### config.mk
export PLATFORM = sky130hd
export DESIGN_NAME = qbp_port_quad
export DESIGN_NICKNAME = d
export VERILOG_FILES = /design/src/rtl/qbp_pkg.sv /design/src/rtl/qbp_latch_bank.sv /design/src/rtl/qbp_pin_sync.sv /design/src/rtl/qbp_pad_ctrl.sv /design/src/rtl/qbp_port_quad.sv
export SDC_FILE = /design/constraint.sdc
export NUM_CORES = 1
export LEC_CHECK = 0
export BUFFER_PORTS_ARGS = -buffer_cell sky130_fd_sc_hd__buf_2
export CORE_MARGIN = 3
export CORE_UTILIZATION = 53
export DETAILED_ROUTE_END_ITERATION = 16
export PLACE_DENSITY = 0.85
export SYNTH_ARGS = -nofsm -noshare
export SYNTH_HDL_FRONTEND = slang
export SYNTH_SLANG_ARGS = --single-unit
### constraint.sdc
create_clock -name clk -period 3.7 [get_ports clk]
set_input_delay 0.185 -clock clk [delete_from_list [all_inputs] [get_ports clk]]
set_output_delay 0.185 -clock clk [all_outputs]
set_load 0.01 [all_outputs]
### src/rtl/qbp_pkg.sv
// Shared constants and helpers for the quad quasi-bidirectional port block.
// Assumes ports sit at evenly spaced register addresses.
package qbp_pkg;
    localparam int unsigned PORT_W_DEF    = 8;
    localparam int unsigned NUM_PORTS_DEF = 4;
    localparam int unsigned ADDR_W_DEF    = 8;

    // Register address of port idx given base and stride.
    function automatic logic [ADDR_W_DEF-1:0] port_addr(
        input logic [ADDR_W_DEF-1:0] base,
        input logic [ADDR_W_DEF-1:0] stride,
        input int unsigned           idx);
        return base + ADDR_W_DEF'(idx) * stride;
    endfunction
endpackage

### src/rtl/qbp_latch_bank.sv
// One port output latch. Loads write data on a decoded write strobe.
// Resets to all ones, so every pin starts released.
// Assumes wr_en is already qualified by the address decode.
module qbp_latch_bank #(
    parameter int unsigned PORT_W = 8
) (
    input  logic              clk,
    input  logic              rst_n,
    input  logic              wr_en,
    input  logic [PORT_W-1:0] wdata,
    output logic [PORT_W-1:0] latch_q
);
    // Latch register: reset to ones, load on write.
    always_ff @(posedge clk) begin
        if (!rst_n)     latch_q <= '1;
        else if (wr_en) latch_q <= wdata;
    end

    p_reset_ones_r1: assert property (@(posedge clk) disable iff (!rst_n)
        !$past(rst_n) |-> latch_q == '1);
    p_write_loads_r2: assert property (@(posedge clk) disable iff (!rst_n)
        wr_en |=> latch_q == $past(wdata));
    p_hold_no_write_r9: assert property (@(posedge clk) disable iff (!rst_n)
        !wr_en |=> $stable(latch_q));
endmodule

### src/rtl/qbp_pin_sync.sv
// Multi-flop synchronizer for asynchronous pad levels.
// Resets to ones, the level of a released pulled-up pin.
// Assumes STAGES >= 1; the default of 2 gives a two-edge delay.
module qbp_pin_sync #(
    parameter int unsigned W      = 32,
    parameter int unsigned STAGES = 2
) (
    input  logic         clk,
    input  logic         rst_n,
    input  logic [W-1:0] d,
    output logic [W-1:0] q
);
    logic [W-1:0] stage [STAGES];

    // Chain of flops, stage 0 samples the pads.
    always_ff @(posedge clk) begin
        if (!rst_n) begin
            for (int i = 0; i < int'(STAGES); i++) stage[i] <= '1;
        end else begin
            stage[0] <= d;
            for (int i = 1; i < int'(STAGES); i++) stage[i] <= stage[i-1];
        end
    end

    assign q = stage[STAGES-1];

    // Edges since reset release, saturating, used only to bound $past.
    logic [1:0] age_q;
    always_ff @(posedge clk) begin
        if (!rst_n)              age_q <= '0;
        else if (age_q != 2'd3)  age_q <= age_q + 2'd1;
    end

    generate
        if (STAGES == 2) begin : g_chk2
            p_two_edge_delay_r6: assert property (@(posedge clk) disable iff (!rst_n)
                (age_q >= 2'd2) |-> q == $past(d, 2));
        end
    endgenerate
    p_reset_ones_sync_r1: assert property (@(posedge clk) disable iff (!rst_n)
        !$past(rst_n) |-> q == '1);
endmodule

### src/rtl/qbp_pad_ctrl.sv
// Pad control for one port: pull-down and pull-up enables from latch state.
// OPEN_DRAIN removes the internal pull-up; HAS_ALT merges alternate-function
// outputs (active low) into the pull-down. Purely combinational.
module qbp_pad_ctrl #(
    parameter int unsigned PORT_W     = 8,
    parameter bit          OPEN_DRAIN = 1'b0,
    parameter bit          HAS_ALT    = 1'b0
) (
    input  logic              clk,
    input  logic              rst_n,
    input  logic [PORT_W-1:0] latch_q,
    input  logic [PORT_W-1:0] alt_out,
    output logic [PORT_W-1:0] drive_low,
    output logic [PORT_W-1:0] pullup_en
);
    logic [PORT_W-1:0] level;

    generate
        if (HAS_ALT) begin : g_alt
            // Effective level is low when latch or alternate output is low.
            assign level = latch_q & alt_out;
        end else begin : g_plain
            // Effective level follows the latch alone.
            assign level = latch_q;
        end
        if (OPEN_DRAIN) begin : g_od
            // Open drain: never pull up internally.
            assign pullup_en = '0;
        end else begin : g_qb
            // Quasi-bidirectional: pull up whenever released.
            assign pullup_en = level;
        end
    endgenerate

    // Pull-down whenever the effective level is zero.
    assign drive_low = ~level;

    generate
        for (genvar b = 0; b < int'(PORT_W); b++) begin : g_bit_chk
            p_latch_zero_pulls_r3: assert property (@(posedge clk) disable iff (!rst_n)
                !latch_q[b] |-> drive_low[b]);
            if (HAS_ALT) begin : g_alt_chk
                p_alt_zero_pulls_r7: assert property (@(posedge clk) disable iff (!rst_n)
                    !alt_out[b] |-> drive_low[b]);
                p_both_high_release_r7: assert property (@(posedge clk) disable iff (!rst_n)
                    (latch_q[b] && alt_out[b]) |-> !drive_low[b]);
            end else begin : g_plain_chk
                p_high_releases_r3: assert property (@(posedge clk) disable iff (!rst_n)
                    latch_q[b] |-> !drive_low[b]);
            end
        end
    endgenerate
endmodule

### src/rtl/qbp_port_quad.sv
// Four quasi-bidirectional ports with latches in a register space.
// Decodes the port addresses, steers reads between latch and synchronized
// pins, and builds pad enables. Port 0 is open drain; ALT_PORT carries
// alternate-function overrides. Reads are combinational on bus_addr.
module qbp_port_quad
    import qbp_pkg::*;
#(
    parameter int unsigned        NUM_PORTS   = NUM_PORTS_DEF,
    parameter int unsigned        PORT_W      = PORT_W_DEF,
    parameter int unsigned        SYNC_STAGES = 2,
    parameter int unsigned        OD_PORT     = 0,
    parameter int unsigned        ALT_PORT    = 3,
    parameter logic [ADDR_W_DEF-1:0] BASE_ADDR   = 8'h80,
    parameter logic [ADDR_W_DEF-1:0] ADDR_STRIDE = 8'h10
) (
    input  logic                        clk,
    input  logic                        rst_n,
    input  logic [ADDR_W_DEF-1:0]       bus_addr,
    input  logic                        bus_we,
    input  logic [PORT_W-1:0]           bus_wdata,
    input  logic                        bus_rd_latch,
    output logic [PORT_W-1:0]           bus_rdata,
    input  logic [NUM_PORTS*PORT_W-1:0] pin_in,
    output logic [NUM_PORTS*PORT_W-1:0] pin_drive_low,
    output logic [NUM_PORTS*PORT_W-1:0] pin_pullup_en,
    input  logic [PORT_W-1:0]           alt_out,
    output logic [PORT_W-1:0]           alt_in
);
    localparam int unsigned TOT_W = NUM_PORTS * PORT_W;

    logic [NUM_PORTS-1:0] hit;
    logic [PORT_W-1:0]    latch_q [NUM_PORTS];
    logic [TOT_W-1:0]     pin_sync;

    qbp_pin_sync #(.W(TOT_W), .STAGES(SYNC_STAGES)) sync_i (
        .clk   (clk),
        .rst_n (rst_n),
        .d     (pin_in),
        .q     (pin_sync)
    );

    generate
        for (genvar k = 0; k < int'(NUM_PORTS); k++) begin : g_port
            // Address match for port k.
            assign hit[k] = (bus_addr == port_addr(BASE_ADDR, ADDR_STRIDE, k));

            qbp_latch_bank #(.PORT_W(PORT_W)) latch_i (
                .clk     (clk),
                .rst_n   (rst_n),
                .wr_en   (bus_we && hit[k]),
                .wdata   (bus_wdata),
                .latch_q (latch_q[k])
            );

            qbp_pad_ctrl #(
                .PORT_W     (PORT_W),
                .OPEN_DRAIN (k == int'(OD_PORT)),
                .HAS_ALT    (k == int'(ALT_PORT))
            ) pad_i (
                .clk       (clk),
                .rst_n     (rst_n),
                .latch_q   (latch_q[k]),
                .alt_out   ((k == int'(ALT_PORT)) ? alt_out : {PORT_W{1'b1}}),
                .drive_low (pin_drive_low[k*PORT_W +: PORT_W]),
                .pullup_en (pin_pullup_en[k*PORT_W +: PORT_W])
            );
        end
    endgenerate

    // Read steering: latch for read-modify-write, synchronized pins otherwise.
    always_comb begin
        bus_rdata = '0;
        for (int k = 0; k < int'(NUM_PORTS); k++) begin
            if (hit[k]) bus_rdata = bus_rd_latch ? latch_q[k] : pin_sync[k*PORT_W +: PORT_W];
        end
    end

    // Alternate-function inputs see the synchronized pins of ALT_PORT.
    assign alt_in = pin_sync[ALT_PORT*PORT_W +: PORT_W];

    p_no_pull_fight_r4: assert property (@(posedge clk) disable iff (!rst_n)
        (pin_drive_low & pin_pullup_en) == '0);
    p_od_no_pullup_r4: assert property (@(posedge clk) disable iff (!rst_n)
        pin_pullup_en[OD_PORT*PORT_W +: PORT_W] == '0);
    p_unmapped_zero_r9: assert property (@(posedge clk) disable iff (!rst_n)
        (hit == '0) |-> bus_rdata == '0);
    p_onehot_decode_r2: assert property (@(posedge clk) disable iff (!rst_n)
        $onehot0(hit));
endmodule

Yosys cells after proc, flatten, opt, wreduce, memory -nomap -nowiden
Memory sizes are Yosys's and may differ from the RTL's.
Index checks and enable logic that the tools add are counted.
Word-level totals
  flip-flop bits (word level): 32
  bits in writable memories: 64
  input port bits: 60
  output and inout port bits: 80
  word-level logic and storage cells: 32
  memories kept: 1
Memories
  sync_i.stage: words 2, bits a word 32, rd ports 2, clocked after memory_dff 0, write ports 2, RTL line qbp_pin_sync.sv:13  | logic [W-1:0] stage [STAGES];
Cells by class
  equality and inequality tests: 4
  mux-type cells: 12
  bitwise gates (word level): 7
  reductions and logical operators: 4
Operator list (count)
  two-way mux 32 bit: 2
  two-way mux 8 bit: 8
  equality test 8 bit (second input constant): 4
  inverter 8 bit: 4
  bitwise AND 8 bit: 1
  logical AND 1 bit: 4
  two-way mux 1 bit: 2
  OR 1 bit: 2

Longest topological paths before layout
Gate-level depths: netlist of run 1.
An unclocked memory read counts as a cell.
  word-level depth: 6
  gate-level depth with buffers: 5
  depth with buffers taken out: 3

Cells and area by module
From an unflattened synthesis of run 1, not the netlist that was laid out.
Second synthesis, totals
  cell total of the unflattened synthesis: 412
  area total of the unflattened synthesis: 4201.5 µm²
By module, submodules not included
  qbp_pin_sync: instances 1, cells each 166, area each 1956.9 µm², seq. area each 1281.2 µm²
  qbp_latch_bank: instances 4, cells each 26, area each 285.3 µm², seq. area each 160.2 µm²
  qbp_port_quad: instances 1, cells each 77, area each 749.5 µm², seq. area each 0.0 µm²
  qbp_pad_ctrl (g_port[1].pad_i ...): instances 2, cells each 16, area each 90.1 µm², seq. area each 0.0 µm²
  qbp_pad_ctrl (g_port[0].pad_i): instances 1, cells each 17, area each 93.8 µm², seq. area each 0.0 µm²
  qbp_pad_ctrl (g_port[3].pad_i): instances 1, cells each 16, area each 80.1 µm², seq. area each 0.0 µm²

Worst setup path before layout of run 1
Ideal clock, no wire load.
  kind: input to output
  from: input port bus_addr[3]
  to: output port bus_rdata[0]
  arrival time: 1.254 ns
  required time: 3.515 ns
  setup slack: 2.261 ns
  cell stages on the path: 3
  path buffers: 0
  cells stage by stage: or4b_4 > nor3_2 > o21a_1
On the way
  word-level cells in the longest chain between the ends: 5
  elaborated cells between the ends (all ways): 8
  those cells by class: 4 x eq/ne; 4 x mux
Ends and longest elaborated chain
  start: declaration: RTL line qbp_port_quad.sv:18  | input logic [ADDR_W_DEF-1:0] bus_addr,
  equality test 8 bit: RTL line qbp_port_quad.sv:45  | assign hit[k] = (bus_addr == port_addr(BASE_ADDR, ADDR_STRIDE, k));
  two-way mux 8 bit (3 in series): RTL line qbp_port_quad.sv:74  | if (hit[k]) bus_rdata = bus_rd_latch ? latch_q[k] : pin_sync[k*PORT_W +: PORT_W];
  two-way mux 8 bit *: RTL line qbp_port_quad.sv:74
  end: declaration: RTL line qbp_port_quad.sv:22  | output logic [PORT_W-1:0] bus_rdata,
Mark *: on every way between the ends. The rest lies on a longest branch, timed or not.

Worst setup path after layout of run 1
  from: input port bus_addr[3]
  to: output port bus_rdata[1]
Same word-level chain as after synthesis.

==> out/results.tsv, run 1 <==
stage	metric	value	unit
route	avgRoutedWirePerCell	16.78	um
setup_path	crit_top_cell	buf_2	
clock_tree	cts_buffers	9	
route	postRouteAntennaNets	0	
power	p_clk_share	33.4	%
placement	dp_cells	583	
timing	fin_skew	4.739	ps
grt	antenna_found_initial	0	
yosys	synth.most_common_cell	dfxtp_1	
power	cellPowerDensity	410.3	nW/um2
placement	place.gp.congestion	0.9080	
placement	portBuffers	131	
floorplanning	io-pin-count	140	
clock_tree	cts.sinks	96	
yosys	synth_commonest_cells	dfxtp_1 (96), nand2b_1 (66), inv_1 (33)	
yosys	yosysWarnings	0	
route	drc_errors	0	
run_status	outcome	finished clean	
clock_tree	cts_tree	done	
timing	finalCritPeriodShare	55.70	%
floorplanning	core_area	6907	um2
route	dr.pass1.iters	6	
finish	layout.cells.non_filler	601	
setup_path	critPathRequiredTime	3510	ps
power	p_int	1.404	mW
grt	grt_pass1_wl	16.00	mm
clock_tree	clk_pin_slew	100	ps
yosys	synthTopCellsByArea	dfxtp_1 (50%), nand2b_1 (11%), mux2i_1 (8.4%)	
clock_tree	cts-root-buf	clkbuf_8	
placement	dp_hpwl	7.477	mm
timing	setup_viol	0	
setup_path	cp.arrival	1880	ps
yosys	synth_top_area_cell	dfxtp_1	
yosys	synth_seq_area_share	50.26	%
setup_path	critPathBufInv	2	
power	ir_drop	0.0002747	V
power	p_seq_share	56.6	%
setup_path	critPathTopFamily	simple AND/OR/NAND/NOR gates	
floorplanning	die_y	90.94	um
clock_tree	cts_resized	0	
route	wirelength	10.09	mm
timing	worst_pin_slew	943.4	ps
finish	diodes	0	
yosys	synth.avg_cell_area	9.779	um2
placement	dp_slack	1658	ps
yosys	synth_top_area_share	50.26	%
floorplanning	rows	30	
job	maxCapViolations	0	
grt	grt_max_degree	74	
setup_path	slowest_stage	or4b_4	
setup_path	crit_path_end_kind	output pin	
floorplanning	die_area	8270	um2
setup_path	crit_chain	buf_2 > or4b_4 > nor3_2 > o21a_1 > buf_2	
power	swShare	26.12	%
setup_path	cp-start-kind	primary input	
finish	area_growth	21.11	%
timing	fin_crit	2061	ps
clock_tree	post-cts-setup-buffer-count	0	
setup_path	max_stage_delay	660	ps
route	drt_iter0_markers	286	
yosys	netlist-cell-type-count	29	
power	p_leak	2.282	nW
yosys	syn_area	3824	um2
timing	maxSlewHeadroom	37.11	%
clock_tree	hold_buffers	2	
timing	rsz0062_at_grt	false	
clock_tree	cts_max_level	3	
timing	setup_slack	1639	ps
route	drt-vias-per-instance	5.278	
timing	clock.fmax	485.3	MHz
yosys	synth_edf_count	0	
grt	grt_pass1_vias	3142	
clock_tree	clock_path_buffers	2	
floorplanning	die_w	90.94	um
floorplanning	initial_core_util	55.36	%
power	p_sw	0.4964	mW
finish	final_layout_size_suffix_gt1_share	31.49	%
setup_path	crit_type	in -> out	
yosys	ys_async_sr_fraction	0	%
hold_path	hold_path.class	in -> reg	
grt	gr-total-overflow	0	
power	combinationalPowerShare	10.0	%
grt	track_usage	24.34	%
finish	nNetsFinal	560	
clock_tree	insertion_delay	350	ps
timing	timing.setup.tns	0	ps
setup_path	cp_max_fo	12	
route	vias	3172	
yosys	ys.flop_type	dfxtp_1	
yosys	ys_seq_elements	96	
timing	finalMaxSlewViolations	0	
timing	hold_viol_final	0	
yosys	synth_cells	391	
[layer usage]
layer	up-vias	share of wire (%)	global-route usage (%)
li1	1533	-	-
met1	1444	42	31.08
met2	167	48	39.30
met3	28	7.2	4.474
met4	0	3.7	12.44
met5	-	0	0
[registers in the layout, indices dropped and copies added, names as in the netlist]
signal	count
sync_i.stage	64
g_port.latch_i.latch_q	32
[worst reg2reg max path, cell delays in order (launching register included)]
cell and delay (ps):
dfxtp_1 380, o31ai_1 100, nand3_1 110
[layout make-up]
cell class / count / area, um2
clock buffers: 9 / 123.9
clock inverters: 7 / 65.06
fillers: 605 / 2276
inverters: 33 / 123.9
multi-input cells: 224 / 1578
flip-flops and latches: 96 / 1922
well taps: 96 / 120.1
repair buffers: 136 / 698.2
[worst paths after layout]
kind	startpoint	endpoint	slack (ps)	cells past startpoint
setup / recovery	bus_addr[3]	bus_rdata[1]	1640	5
hold / removal	pin_in[13]	sync_i.stage[0][13]	8	2
setup reg to reg	g_port[3].latch_i.latch_q[0]	g_port[3].latch_i.latch_q[0]	2960	2
hold reg to reg	sync_i.stage[0][15]	sync_i.stage[0][47]	410	1
[layout by cell type, fill, tap and decap left out, types with 2 or more instances in the layout]
cell type / Yosys / final
nand4_1: 8 / 8
nor2b_1: 2 / 2
nand3_1: 8 / 8
clkbuf_8: 0 / 9
buf_2: 3 / 131
a41oi_1: 24 / 24
o22ai_1: 16 / 16
o21ai_0: 20 / 20
o21a_1: 8 / 8
inv_1: 33 / 33
dlygate4sd3_1: 0 / 2
conb_1: 1 / 8
clkinvlp_4: 0 / 2
nor3_4: 2 / 2
buf_4: 16 / 3
nand2b_1: 66 / 66
mux2i_1: 32 / 32
nand2_1: 9 / 9
nor3_2: 2 / 2
dfxtp_1: 96 / 96
o31ai_1: 8 / 8
o21ai_1: 4 / 4
[cell families (layout without fill, tap and decap cells)]
group | after synthesis | after routing | synth area share [%]
AND/OR/NAND/NOR | 104 | 104 | 17.34
flip-flops | 96 | 96 | 50.26
AO/OA/AOI/OAI | 80 | 80 | 14.40
buffers and inverters | 78 | 185 | 9.522
multiplexers | 32 | 32 | 8.377
other | 1 | 8 | 0.09807
[power by group through the flow]
| stage | sequential [mW] | clock, mW | combinational (mW) |
|---|---|---|---|
| final | 1.08 | 0.634 | 0.190 |
| after global routing | 1.08 | 0.686 | 0.206 |
| after CTS | 1.08 | 0.643 | 0.189 |
| after detailed placement | 1.10 | 0 | 0.186 |
| after global placement | 1.10 | 0 | 0.182 |
| after floorplan | 1.10 | 0 | 0.124 |
[per-stage QoR]
| step | power, mW | utilization [%] | hold WS (ps) | cell area, um2 |
|---|---|---|---|---|
| floorplan | 1.219 | - | 286.5 | 3850 |
| global placement | 1.281 | 64.02 | 366.8 | 4422 |
| detailed placement | 1.286 | 64.02 | 369.0 | 4422 |
| CTS | 1.908 | 67.05 | 0.4623 | 4631 |
| global route | 1.971 | 67.05 | 0.3210 | 4631 |
| finish | 1.900 | 67.05 | 8.400 | 4631 |
Power figures use the tool's default switching activity.
==> inputs of run 2 (changes only) <==
Settings changed: CORE_UTILIZATION 53 to 49, PLACE_DENSITY 0.85 to 0.79.
Clock period 3.7 ns to 1.9 ns, I/O delays scaled along.
==> out/results.tsv, run 2 (same netlist as run 1, synthesis figures left out) <==
stage	metric	value	unit	change
finish	final_util	66.97	%	was 67.05%
floorplanning	io-pin-count	140		unchanged
finish	final_layout_size_suffix_gt1_share	29.93	%	was 31.49%
placement	place.gp.congestion	0.8798		was 0.9080
floorplanning	die_y	94.34	um	was 90.94 um
clock_tree	clk_pin_slew	90	ps	was 100 ps
setup_path	crit_top_cell	buf_2		unchanged
route	dr.pass1.iters	5		was 6
power	p_clk_share	32.8	%	was 33.4%
clock_tree	cts_tree	done		unchanged
setup_path	critPathBufInv	3		was 2
finish	reg.largest.list	sync_i.stage x64, g_port.latch_i.latch_q x32		unchanged
route	drt_iter0_markers	208		was 286
timing	fin_crit	1641	ps	
floorplanning	core_area	7408	um2	was 6907 um2
grt	antenna_found_initial	0		unchanged
setup_path	critPathRequiredTime	1800	ps	was 3510 ps
run_status	outcome	finished clean		unchanged
route	postRouteAntennaNets	0		unchanged
timing	worst_pin_slew	685.7	ps	was 943.4 ps
power	p_leak	2.427	nW	was 2.282 nW
power	combinationalPowerShare	11.3	%	was 10.0%
finish	largest_reg_flops	64		unchanged
clock_tree	cts-root-buf	clkbuf_8		unchanged
timing	setup_viol	0		unchanged
clock_tree	cts_resized	0		unchanged
finish	area_growth	29.74	%	was 21.11%
clock_tree	cts_max_level	3		unchanged
finish	diodes	0		unchanged
power	ir_drop	0.0004678	V	was 0.0002747 V
finish	regArea	1922	um2	unchanged
setup_path	critPathTopFamily	simple AND/OR/NAND/NOR gates		unchanged
clock_tree	insertion_delay	350	ps	about the same
finish	fillers	599		was 605
grt	grt_pass1_wl	15.97	mm	was 16.00 mm
power	p_int	2.799	mW	was 1.404 mW
timing	maxSlewHeadroom	54.24	%	was 37.11%
timing	clock.fmax	609.2	MHz	
grt	grt_max_degree	49		was 74
power	cellPowerDensity	753.8	nW/um2	was 410.3 nW/um2
power	p_seq_share	56.0	%	was 56.6%
timing	finalCritPeriodShare	86.39	%	
timing	rsz0062_at_grt	false		unchanged
timing	fin_skew	2.387	ps	was 4.739 ps
clock_tree	clock_path_buffers	2		unchanged
finish	multi_input_area	1578	um2	unchanged
setup_path	crit_path_end_kind	output pin		unchanged
setup_path	slowest_stage	or4b_4		unchanged
floorplanning	die_area	8899	um2	was 8270 um2
grt	gr-total-overflow	0		unchanged
route	drc_errors	0		unchanged
route	wirelength	10.51	mm	was 10.09 mm
setup_path	crit_type	in -> out		unchanged
setup_path	max_stage_delay	660	ps	about the same
floorplanning	initial_core_util	51.61	%	was 55.36%
timing	hold_viol_final	0		unchanged
route	vias	3341		was 3172
clock_tree	cts_buffers	9		unchanged
hold_path	hold_path.class	in -> reg		unchanged
setup_path	crit_chain	buf_2 > or4b_4 > nor3_2 > buf_4 > o21a_1 > buf_2		was buf_2 > or4b_4 > nor3_2 > o21a_1 > buf_2
placement	portBuffers	131		unchanged
grt	grt_pass1_vias	3086		was 3142
setup_path	cp.arrival	1550	ps	was 1880 ps
clock_tree	hold_buffers	32		was 2
finish	layout_commonest_cell	buf_2		unchanged
finish	nNetsFinal	593		was 560
timing	timing.setup.tns	0	ps	unchanged
grt	track_usage	23.69	%	was 24.34%
placement	dp_hpwl	7.473	mm	was 7.477 mm
route	avgRoutedWirePerCell	16.51	um	was 16.78 um
route	drt-vias-per-instance	5.245		was 5.278
finish	final_cell_mix	buf_2 (131), dfxtp_1 (96), nand2b_1 (66), inv_1 (33)		was buf_2 (131), dfxtp_1 (96), nand2b_1 (66), inv_1 (33), mux2i_1 (32)
setup_path	cp_max_fo	12		unchanged
power	p_sw	0.9407	mW	was 0.4964 mW
job	maxCapViolations	0		unchanged
clock_tree	post-cts-setup-buffer-count	0		unchanged
floorplanning	rows	31		was 30
clock_tree	cts.sinks	96		unchanged
finish	regMostFlops	sync_i.stage		unchanged
timing	finalMaxSlewViolations	0		unchanged
floorplanning	die_w	94.34	um	was 90.94 um
power	swShare	25.15	%	was 26.12%
setup_path	cp-start-kind	primary input		unchanged
-- run 2: power by group through the flow --
stage | combinational (mW) | clock (mW) | sequential (mW)
detailed placement | 0.364 | 0 | 2.14
CTS | 0.415 | 1.25 | 2.09
global placement | 0.360 | 0 | 2.14
global route | 0.458 | 1.33 | 2.10
finish | 0.421 | 1.23 | 2.09
floorplan | 0.241 | 0 | 2.13
-- run 2: final timing paths --
kind,cells after the start,slack (ps),to,startpoint
setup / recovery,6,260,bus_rdata[2],bus_addr[3]
hold / removal,3,70,g_port[3].latch_i.latch_q[7],bus_wdata[7]
hold reg to reg,1,410,sync_i.stage[0][48],sync_i.stage[0][16]
setup reg to reg,2,1120,g_port[1].latch_i.latch_q[0],g_port[1].latch_i.latch_q[0]
-- run 2: worst register-to-register path: stages (launching register included) --
cell	delay [ps]
dfxtp_1	430
inv_1	80
o21ai_0	200
-- run 2: through the flow --
stage                     instance area [um2]  setup slack [ps]  power [mW]  hold slack (ps)  cells
after global placement                   4461             349.6       2.498            276.3    589
after detailed placement                 4461             261.5       2.504            278.7    589
after CTS                                4961             293.1       3.761            49.34    637
after global routing                     4961             217.9       3.889            75.92    637
after floorplan                          3850             615.9       2.374            196.5    398
final                                    4961             258.6       3.740            67.03    637
-- run 2: area by class of cell --
type	count	share of cell area [%]
inverters	33	2.497
repair buffers	169	20.83
multi-input cells	224	31.80
clock buffers	11	2.850
clock inverters	5	0.7818
well taps	99	2.497
flip-flops and latches	96	38.74
-- run 2: routing by layer --
layer	part of all wire (%)	track usage [%]	wire length, um
met1	41	31.29	4269
met2	48	39.42	5073
met3	8.9	2.948	935
met4	2.2	9.627	235
met5	0	0	0
